==> config.mk <==
export PLATFORM = sky130hd
export DESIGN_NAME = dual_dma_ctrl
export DESIGN_NICKNAME = d
export VERILOG_FILES = /design/src/rtl/ddma_pkg.sv /design/src/rtl/ddma_ctrl_word.sv /design/src/rtl/ddma_addr_ctr.sv /design/src/rtl/ddma_eth_path.sv /design/src/rtl/dual_dma_ctrl.sv
export SDC_FILE = /design/constraint.sdc
export NUM_CORES = 1
export LEC_CHECK = 0
export BUFFER_PORTS_ARGS = -buffer_cell sky130_fd_sc_hd__buf_4
export CAP_MARGIN = 20
export CORE_ASPECT_RATIO = 1.5
export CORE_MARGIN = 3
export CORE_UTILIZATION = 55
export DETAILED_ROUTE_END_ITERATION = 7
export GPL_ROUTABILITY_DRIVEN = 0
export MAX_ROUTING_LAYER = met4
export PLACE_DENSITY = 0.8
export SYNTH_ARGS = -nofsm -noshare
export SYNTH_HDL_FRONTEND = slang
export SYNTH_HIERARCHICAL = 1
export SYNTH_SLANG_ARGS = --single-unit
==> constraint.sdc <==
create_clock -name clk -period 2.9 [get_ports clk]
set_input_delay 0.58 -clock clk [delete_from_list [all_inputs] [get_ports clk]]
set_output_delay 0.58 -clock clk [all_outputs]
set_load 0.02 [all_outputs]
==> src/rtl/ddma_pkg.sv <==
package ddma_pkg;
  // control word bit positions
  localparam int B_STAT   = 0;
  localparam int B_IEN    = 4;
  localparam int B_RST    = 7;
  localparam int B_TOMEM  = 8;
  localparam int B_LOADED = 26;
  // register indices
  localparam int IDX_SCSI_CTL  = 0;
  localparam int IDX_SCSI_ADDR = 1;
  localparam int IDX_ETH_CTL   = 4;
  localparam int IDX_ETH_BASE  = 7;
endpackage

==> src/rtl/ddma_ctrl_word.sv <==
module ddma_ctrl_word
  import ddma_pkg::*;
#(
  parameter int          DW          = 32,
  parameter logic [31:0] VERSION     = 32'hA000_0000,
  parameter int          SW_STAT     = 1,
  parameter int          MARK_LOADED = 1
) (
  input  logic          clk,
  input  logic          rst,
  input  logic          wr_en,
  input  logic [DW-1:0] wdata,
  input  logic          stat_set,
  input  logic          stat_clr,
  output logic [DW-1:0] q,
  output logic          irq,
  output logic          prst
);
  logic [DW-1:0] nxt;

  always_comb begin
    nxt = q;
    if (wr_en) begin
      nxt        = wdata;
      nxt[B_RST] = 1'b0;
      if (MARK_LOADED != 0) nxt[B_LOADED] = 1'b1;
      if (SW_STAT == 0)     nxt[B_STAT]   = q[B_STAT];
    end
    if (stat_set)      nxt[B_STAT] = 1'b1;
    else if (stat_clr) nxt[B_STAT] = 1'b0;
  end

  always_ff @(posedge clk) begin
    if (rst) begin
      q    <= DW'(VERSION);
      prst <= 1'b0;
    end else begin
      q    <= nxt;
      prst <= wr_en & wdata[B_RST];
    end
  end

  assign irq = q[B_STAT] & q[B_IEN];
endmodule

==> src/rtl/ddma_addr_ctr.sv <==
module ddma_addr_ctr #(
  parameter int DW    = 32,
  parameter int LEN_W = 16
) (
  input  logic             clk,
  input  logic             rst,
  input  logic             wr_en,
  input  logic [DW-1:0]    wdata,
  input  logic             adv,
  input  logic [LEN_W-1:0] len,
  output logic [DW-1:0]    q
);
  always_ff @(posedge clk) begin
    if (rst)        q <= '0;
    else if (wr_en) q <= wdata;
    else if (adv)   q <= q + DW'(len);
  end
endmodule

==> src/rtl/ddma_eth_path.sv <==
module ddma_eth_path #(
  parameter int DW = 32
) (
  input  logic          clk,
  input  logic          rst,
  input  logic          req,
  input  logic [DW-1:0] paddr,
  input  logic [DW-1:0] base,
  input  logic          swap,
  input  logic [DW-1:0] wdata_in,
  input  logic [DW-1:0] rdata_in,
  output logic          mem_req,
  output logic [DW-1:0] mem_addr,
  output logic [DW-1:0] mem_wdata,
  output logic [DW-1:0] rdata_out
);
  localparam int NHALF = DW / 16;
  logic [DW-1:0] w_x, r_x;

  for (genvar h = 0; h < NHALF; h++) begin : g_half
    assign w_x[16*h +: 16] = {wdata_in[16*h +: 8], wdata_in[16*h+8 +: 8]};
    assign r_x[16*h +: 16] = {rdata_in[16*h +: 8], rdata_in[16*h+8 +: 8]};
  end

  always_ff @(posedge clk) begin
    if (rst) begin
      mem_req   <= 1'b0;
      mem_addr  <= '0;
      mem_wdata <= '0;
      rdata_out <= '0;
    end else begin
      mem_req   <= req;
      if (req) mem_addr <= paddr | base;
      mem_wdata <= swap ? w_x : wdata_in;
      rdata_out <= swap ? r_x : rdata_in;
    end
  end
endmodule

==> src/rtl/dual_dma_ctrl.sv <==
module dual_dma_ctrl
  import ddma_pkg::*;
#(
  parameter int          DW      = 32,
  parameter int          NREG    = 8,
  parameter int          LEN_W   = 16,
  parameter logic [31:0] VERSION = 32'hA000_0000,
  localparam int         IDX_W   = $clog2(NREG),
  localparam int         WIN_AW  = IDX_W + 2
) (
  input  logic               clk,
  input  logic               rst,
  input  logic               bus_we,
  input  logic [WIN_AW-1:2]  bus_addr,
  input  logic [DW-1:0]      bus_wdata,
  output logic [DW-1:0]      bus_rdata,
  input  logic               scsi_xfer_done,
  input  logic [LEN_W-1:0]   scsi_xfer_len,
  input  logic               scsi_irq_set,
  input  logic               scsi_irq_clr,
  output logic [DW-1:0]      scsi_mem_addr,
  output logic               scsi_to_mem,
  output logic               scsi_irq,
  output logic               scsi_rst,
  input  logic               eth_req,
  input  logic [DW-1:0]      eth_paddr,
  input  logic               eth_swap,
  input  logic [DW-1:0]      eth_wdata,
  input  logic [DW-1:0]      eth_mem_rdata,
  input  logic               eth_irq_in,
  output logic               eth_mem_req,
  output logic [DW-1:0]      eth_mem_addr,
  output logic [DW-1:0]      eth_mem_wdata,
  output logic [DW-1:0]      eth_rdata,
  output logic               eth_to_mem,
  output logic               eth_irq,
  output logic               eth_rst
);
  logic [DW-1:0] rview [NREG];
  logic [DW-1:0] scsi_ctl_q, eth_ctl_q;

  function automatic logic hit(input logic [IDX_W-1:0] a, input int idx);
    return a == IDX_W'(idx);
  endfunction

  ddma_ctrl_word #(.DW(DW), .VERSION(VERSION), .SW_STAT(1), .MARK_LOADED(1)) u_scsi_ctl (
    .clk(clk), .rst(rst),
    .wr_en(bus_we && hit(bus_addr, IDX_SCSI_CTL)), .wdata(bus_wdata),
    .stat_set(scsi_xfer_done | scsi_irq_set), .stat_clr(scsi_irq_clr),
    .q(scsi_ctl_q), .irq(scsi_irq), .prst(scsi_rst)
  );

  ddma_ctrl_word #(.DW(DW), .VERSION(VERSION), .SW_STAT(0), .MARK_LOADED(0)) u_eth_ctl (
    .clk(clk), .rst(rst),
    .wr_en(bus_we && hit(bus_addr, IDX_ETH_CTL)), .wdata(bus_wdata),
    .stat_set(eth_irq_in), .stat_clr(~eth_irq_in),
    .q(eth_ctl_q), .irq(eth_irq), .prst(eth_rst)
  );

  ddma_addr_ctr #(.DW(DW), .LEN_W(LEN_W)) u_scsi_addr (
    .clk(clk), .rst(rst),
    .wr_en(bus_we && hit(bus_addr, IDX_SCSI_ADDR)), .wdata(bus_wdata),
    .adv(scsi_xfer_done), .len(scsi_xfer_len), .q(scsi_mem_addr)
  );

  for (genvar i = 0; i < NREG; i++) begin : g_reg
    if (i == IDX_SCSI_CTL) begin : g_sc
      assign rview[i] = scsi_ctl_q;
    end else if (i == IDX_SCSI_ADDR) begin : g_sa
      assign rview[i] = scsi_mem_addr;
    end else if (i == IDX_ETH_CTL) begin : g_ec
      assign rview[i] = eth_ctl_q;
    end else begin : g_plain
      logic [DW-1:0] r;
      always_ff @(posedge clk) begin
        if (rst)                               r <= '0;
        else if (bus_we && hit(bus_addr, i))   r <= bus_wdata;
      end
      assign rview[i] = r;
    end
  end

  ddma_eth_path #(.DW(DW)) u_eth_path (
    .clk(clk), .rst(rst),
    .req(eth_req), .paddr(eth_paddr), .base(rview[IDX_ETH_BASE]),
    .swap(eth_swap), .wdata_in(eth_wdata), .rdata_in(eth_mem_rdata),
    .mem_req(eth_mem_req), .mem_addr(eth_mem_addr),
    .mem_wdata(eth_mem_wdata), .rdata_out(eth_rdata)
  );

  assign bus_rdata   = rview[bus_addr];
  assign scsi_to_mem = scsi_ctl_q[B_TOMEM];
  assign eth_to_mem  = eth_ctl_q[B_TOMEM];
endmodule

==> impl_metrics.csv, run 1 <==
group,metric,value,unit
clocking,insertion_delay,0.53,ns
layout,nFillCells,2220,
clocking,clkSinkCount,353,
power,p_per_area,568.4,nW/um^2
timing,finalHoldViolCount,0,
floorplanning,start_util,0.5620,
run_status,outcome,"finished, final reports clean",
clocking,postCtsHoldBufs,0,
logic_synthesis,ys_types,72,
grt,grt_max_degree,116,
logic_synthesis,synthCells,1715,
logic_synthesis,async_flop_share,0,
floorplanning,design.core.area,28910,um^2
layout,finalInstanceArea,19800,um^2
layout,final_util,0.6851,
clocking,cts_setup_buffers,0,
logic_synthesis,ys_ff_latch,353,
route,first_pass_iters,5,
layout,syn2layout_area_growth,21.89,%
clocking,clk_pin_slew,0.07,ns
grt,globalRouteTotalUtil,0.2894,
route,via_per_inst,5.838,
layout,nets,2159,
placement,dpl.hpwl,33690,um
worst_setup_path,crit_required,3.34,ns
worst_hold_path,worstHoldPathType,"primary input to flip-flop",
timing,finalSetupViolations,0,
worst_setup_path,crit_path_end_kind,"flip-flop",
clocking,cts_made_buffers,34,
floorplanning,die_x,146.3,um
route,wl_per_cell,19.48,um
worst_setup_path,crit_fanout,7,
timing,finalCriticalPeriod,2.683,ns
floorplanning,die-area,31680,um^2
clocking,tritoncts,"built",
worst_setup_path,crit_slowest_cell,"fa_1",
logic_synthesis,yosys.area.top_type,"dfxtp_1",
logic_synthesis,yosysMostFrequentCell,"dfxtp_1",
floorplanning,rows,76,
clocking,htree_levels,2,
route,ant_nets,0,
logic_synthesis,synthesis.nets,1888,
timing,period_share,0.9252,
logic_synthesis,synthFlopType,"dfxtp_1",
clocking,root_buffer,"clkbuf_16",
logic_synthesis,synth_top_area_share,0.4350,
route,drc,0,
worst_setup_path,max_stage_delay,0.39,ns
logic_synthesis,synth_area_per_cell,9.473,um^2
power,leakagePower,8.062,nW
timing,slew_viol_final,0,
timing,rsz0062_at_grt,"no",
route,drt_wl_total,46700,um
grt,grt_overflow,0,
grt,antenna_found_initial,1,
logic_synthesis,synth_commonest_cells,"dfxtp_1 (353), nand2_1 (345), nor2_1 (216), a21oi_1 (189), mux2i_1 (125)",
timing,tightest_slew,0.7103,ns
route,vias,13990,
run,max-cap-violations,0,
worst_setup_path,crit_type,"flip-flop to flip-flop",
logic_synthesis,ys.warnings.count,6,
placement,dpl-instance-area,18780,um^2
grt,grt_pass1_wl,72420,um
clocking,clock_path_buffers,3,
floorplanning,io_pins,323,
timing,fin_worst_skew,0.01743,ns
logic_synthesis,synth_edf_count,0,
worst_setup_path,startpoint_type,"flip-flop",
route,drtIter0Drc,1251,
floorplanning,die_h,216.5,um
layout,layout-drive-gt1-share,0.2718,
logic_synthesis,synthesis.area,16250,um^2
logic_synthesis,ys_seq_area_frac,0.4350,
worst_setup_path,cpMostUsedCell,"buf_4",
power,ir_worst_vdd,0.6161,mV
grt,grt_pass1_vias,13870,
worst_setup_path,crit_arrival,3.12,ns
logic_synthesis,synthTopCellsByArea,"dfxtp_1 (43%), nand2_1 (8.0%), mux4_2 (7.9%), mux2i_1 (7.7%), a21oi_1 (5.8%)",
timing,clock.fmax,0.3727,GHz
placement,port_buffers,322,
clocking,post_cts_resize_count,0,
worst_setup_path,cp_cell_sequence,"ha_1, fa_1, a211o_1, a211oi_2, buf_4, o31ai_4, buf_4, o211ai_1, xor2_1, a211oi_1",
timing,relSlewSlack,0.5264,
## critical path, delay by kind of cell, from the launching register on
kind | cells | cell delay [ns]
flops | 1 | 0.36
fa+ha+maj | 2 | 0.63
compound gates | 5 | 1.17
xor+xnor | 1 | 0.10
buf+inv | 2 | 0.33
## sequential cells by signal (all words and copies together), names as in the netlist
signal                cells
g.g_plain.r             160
u_eth_path/mem_addr      32
u_eth_path/mem_wdata     32
u_eth_path/rdata_out     32
u_scsi_addr/q            32
u_eth_ctl/q              31
u_scsi_ctl/q             31
u_eth_ctl/prst            1
u_eth_path/mem_req        1
u_scsi_ctl/prst           1
## layer usage
metal,wire length [um],GRT usage,part of all wire,vias up
li1,-,-,-,6504
met1,18060,0.3487,0.39,6713
met2,23420,0.4936,0.50,676
met3,3768,0.04748,0.081,100
met4,1445,0.1001,0.031,0
met5,0,-,0,-
## cell usage in the layout (no fill, tap or decap), types with 6 or more instances in the layout
master / n
a211o_1: 7
a211oi_1: 26
a211oi_2: 19
a21o_1: 15
a21oi_1: 189
and3_1: 8
buf_12: 10
buf_4: 360
clkbuf_1: 8
clkbuf_16: 35
dfxtp_1: 353
ha_1: 16
inv_1: 9
mux2_2: 13
mux2_4: 21
mux2i_1: 125
mux4_1: 7
mux4_2: 57
nand2_1: 345
nand3_1: 16
nand4_1: 8
nor2_1: 216
nor2b_1: 6
nor3_1: 8
o211ai_1: 10
o21a_1: 8
o21ai_0: 9
xnor2_1: 7
xor2_1: 7
## stage by stage
step / hold slack [ns] / total power, mW / setup TNS (ns) / setup slack, ns / std cells
after floorplan: 0.4317 / 6.397 / 0 / 0.2188 / 1715
after CTS: 0.2521 / 11.29 / 0 / 0.2308 / 2395
after global placement: 0.4372 / 7.098 / -0.0006486 / -0.0006486 / 2340
after detailed placement: 0.4446 / 7.142 / -0.1442 / -0.04579 / 2340
after global routing: 0.2624 / 11.63 / 0 / 0.1172 / 2396
final: 0.2670 / 11.26 / 0 / 0.2168 / 2397
## cell type report
cell class | count | area (um^2) | area share
diodes | 2 | 5.005 | 0.0002527
multi-input cells | 1216 | 8273 | 0.4177
well taps | 390 | 488.0 | 0.02464
repair buffers | 371 | 2918 | 0.1473
clock buffers | 48 | 974.7 | 0.04922
inverters | 10 | 37.54 | 0.001895
clock inverters | 7 | 41.29 | 0.002085
flip-flops and latches | 353 | 7067 | 0.3568
## path summary, 6_finish.rpt
path	startpoint	end	slack, ns	cells past startpoint
worst max-delay path	u_scsi_addr/q[0]	u_scsi_addr/q[16]	0.22	10
worst min register to register	g_reg[3].g_plain.r[21]	g_reg[3].g_plain.r[21]	0.45	2
worst max register to register	u_scsi_addr/q[0]	u_scsi_addr/q[16]	0.22	10
worst min-delay path	scsi_irq_clr	u_scsi_ctl/q[0]	0.27	2
## where the power goes
group          switching (mW)  leakage, nW  total [mW]  internal [mW]
clock                    1.86        0.501        4.19           2.34
combinational            1.05         4.68        1.87          0.819
sequential              0.140         2.88        5.19           5.05
## cell families (layout without fill, tap and decap cells)
logic type                 Yosys count  in the layout  share of synthesized area
adders and majority gates           17             17                    0.01355
xor gates and xnor gates            14             14                   0.007547
DFF                                353            353                     0.4350
and+or+nand+nor                    638            638                     0.1605
other                                2              4                  0.0004622
muxes                              224            224                     0.1965
AOI/OAI and AO/OA                  321            321                     0.1288
buffers and inverters              146            436                    0.05768
Note: power is estimated with default switching activity, not from simulation.
==> inputs of run 2 (changes only) <==
CORE_UTILIZATION = 56   (was 55)
PLACE_DENSITY = 0.81   (was 0.8)
SKIP_CTS_REPAIR_TIMING = 1   (was not set)
==> run 2 against run 1 <==
  * Final cell count about the same
  * First-iteration DRC count increased by 3.5%
  * Fmax decreased by 3.4%
  * Largest power group unchanged
  * Highest routed layer unchanged
==> impl_metrics.csv, run 2 (synthesized netlist as in run 1, its figures left out) <==
group,metric,value,unit
worst_setup_path,path_buf_inv,3,
run_status,outcome,"finished, final reports clean",
worst_setup_path,worstSetupEndpoint,"bus_rdata[19]",
clocking,tritoncts,"built",
timing,relSlewSlack,0.5283,
floorplanning,die_h,214.6,um
layout,layout-drive-gt1-share,0.2746,
clocking,insertion_delay,0.52,ns
route,drtIter0Drc,1295,
clocking,cts_made_buffers,34,
floorplanning,die-area,31130,um^2
placement,port_buffers,322,
layout,finalInstanceArea,19940,um^2
worst_hold_path,worstHoldPathType,"primary input to flip-flop",
layout,most-common-layout-cells,"buf_4 (362), dfxtp_1 (353), nand2_1 (345)",
clocking,htree_levels,2,
layout,syn2layout_area_growth,22.72,%
floorplanning,rows,75,
worst_setup_path,rrSetupSlack,0.31,ns
grt,grt_pass1_wl,75580,um
route,wl_per_cell,20.31,um
timing,rsz0062_at_grt,"no",
route,via_per_inst,5.910,
layout,nets,2162,
timing,slew_viol_final,0,
power,leakagePower,8.130,nW
layout,final_util,0.7059,
clocking,clk_pin_slew,0.06,ns
grt,grt_pass1_vias,14060,
placement,dpl.hpwl,34850,um
worst_setup_path,crit_required,2.32,ns
clocking,root_buffer,"clkbuf_16",
timing,tightest_slew,0.7075,ns
worst_setup_path,r2r-end,"u_scsi_addr/q[24]",
layout,mostFrequentLayoutCell,"buf_4",
worst_setup_path,reg2regPathDepth,9,
layout,top_register,"g.g_plain.r",
clocking,clock_path_buffers,3,
grt,grt_overflow,0,
timing,finalSetupViolations,0,
grt,grt_max_degree,112,
worst_setup_path,crit_path_end_kind,"primary output",
power,p_per_area,581.8,nW/um^2
layout,nFillCells,2077,
worst_setup_path,crit_type,"primary input to primary output",
worst_setup_path,path_delay_family,"multiplexers",
floorplanning,io_pins,323,
run,max-cap-violations,0,
route,drc,0,
worst_setup_path,crit_slowest_cell,"mux4_2",
worst_setup_path,startpoint_type,"primary input",
floorplanning,start_util,0.5752,
timing,finalHoldViolCount,0,
worst_setup_path,r2r_start,"u_scsi_addr/q[0]",
worst_setup_path,crit_arrival,2.20,ns
layout,largest_reg_flops,160,
worst_setup_path,max_stage_delay,0.51,ns
floorplanning,design.core.area,28250,um^2
grt,antenna_found_initial,4,
placement,dpl-instance-area,18810,um^2
worst_setup_path,crit_fanout,24,
worst_setup_path,startpoint,"bus_addr[2]",
worst_setup_path,cp_num_cells,5,
route,first_pass_iters,7,
grt,globalRouteTotalUtil,0.3070,
route,ant_nets,0,
power,ir_worst_vdd,0.5398,mV
timing,fin_worst_skew,0.01303,ns
floorplanning,die_x,145.1,um
route,vias,14180,
route,drt_wl_total,48720,um
worst_setup_path,cp_cell_sequence,"buf_4, buf_12, mux4_2, mux2_2, buf_4",
worst_setup_path,cpMostUsedCell,"buf_4",
timing,period_share,0.9575,
timing,finalCriticalPeriod,2.777,ns
timing,clock.fmax,0.3601,GHz
clocking,clkSinkCount,353,
-- run 2: cell count changes in the layout (fill, tap and decap cells not counted), sizes merged --
| cell | before | now |
|---|---|---|
| clkbuf | 48 | 47 |
| clkinv | 6 | 5 |
| buf | 371 | 374 |
| bufinv | 0 | 3 |
| diode | 2 | 4 |
| inv | 10 | 11 |
-- run 2: how the worst min path moves through the flow --
stage / from / slack [ns] / cells past startpoint / end
after floorplan: g_reg[2].g_plain.r[13] / 0.43 / 2 / g_reg[2].g_plain.r[13]
after global placement: g_reg[2].g_plain.r[15] / 0.44 / 2 / g_reg[2].g_plain.r[15]
after detailed placement: g_reg[2].g_plain.r[20] / 0.44 / 2 / g_reg[2].g_plain.r[20]
after CTS: scsi_irq_clr / 0.25 / 2 / u_scsi_ctl/q[0]
after global routing: scsi_irq_clr / 0.26 / 2 / u_scsi_ctl/q[0]
final: scsi_irq_clr / 0.26 / 2 / u_scsi_ctl/q[0]
-- run 2: cell type report --
type | count | area, um^2 | share of cell area
antenna | 4 | 10.01 | 0.0005020
inverter | 10 | 37.54 | 0.001883
tap | 385 | 481.7 | 0.02416
timing repair buffer | 374 | 2953 | 0.1481
clock buffer | 47 | 980.9 | 0.04920
sequential | 353 | 7067 | 0.3544
multi-input combinational | 1216 | 8273 | 0.4149
clock inverter | 10 | 135.1 | 0.006778
-- run 2: metal layers --
metal	vias to the layer above	wire (um)	global-route usage
met1	6764	18610	0.3651
li1	6493	-	-
met2	760	23920	0.5056
met4	0	2318	0.1477
met5	-	0	-
met3	160	3878	0.05560
-- run 2: through the flow --
step	cells	setup TNS [ns]	setup WS (ns)	power [mW]	hold WS, ns
2_1_floorplan	1715	0	0.2188	6.397	0.4317
3_3_place_gp	2338	0	0.01031	7.110	0.4374
3_5_place_dp	2338	-0.06288	-0.04013	7.155	0.4449
4_1_cts	2395	0	0.1150	11.63	0.2544
5_1_grt	2399	0	0.05148	11.98	0.2626
6_report	2399	0	0.1232	11.60	0.2620
-- run 2: worst reg2reg max path, delay by kind of cell, from the launching register on --
family                     cells  cell delay [ns]
AOI/OAI and AO/OA              5             1.06
adders and majority gates      2             0.62
buffers and inverters          1             0.17
DFF                            1             0.32
muxes                          1             0.35
-- run 2: where the power goes --
group	internal, mW	switching (mW)
logic	0.824	1.07
registers	5.05	0.146
clock network	2.64	1.88
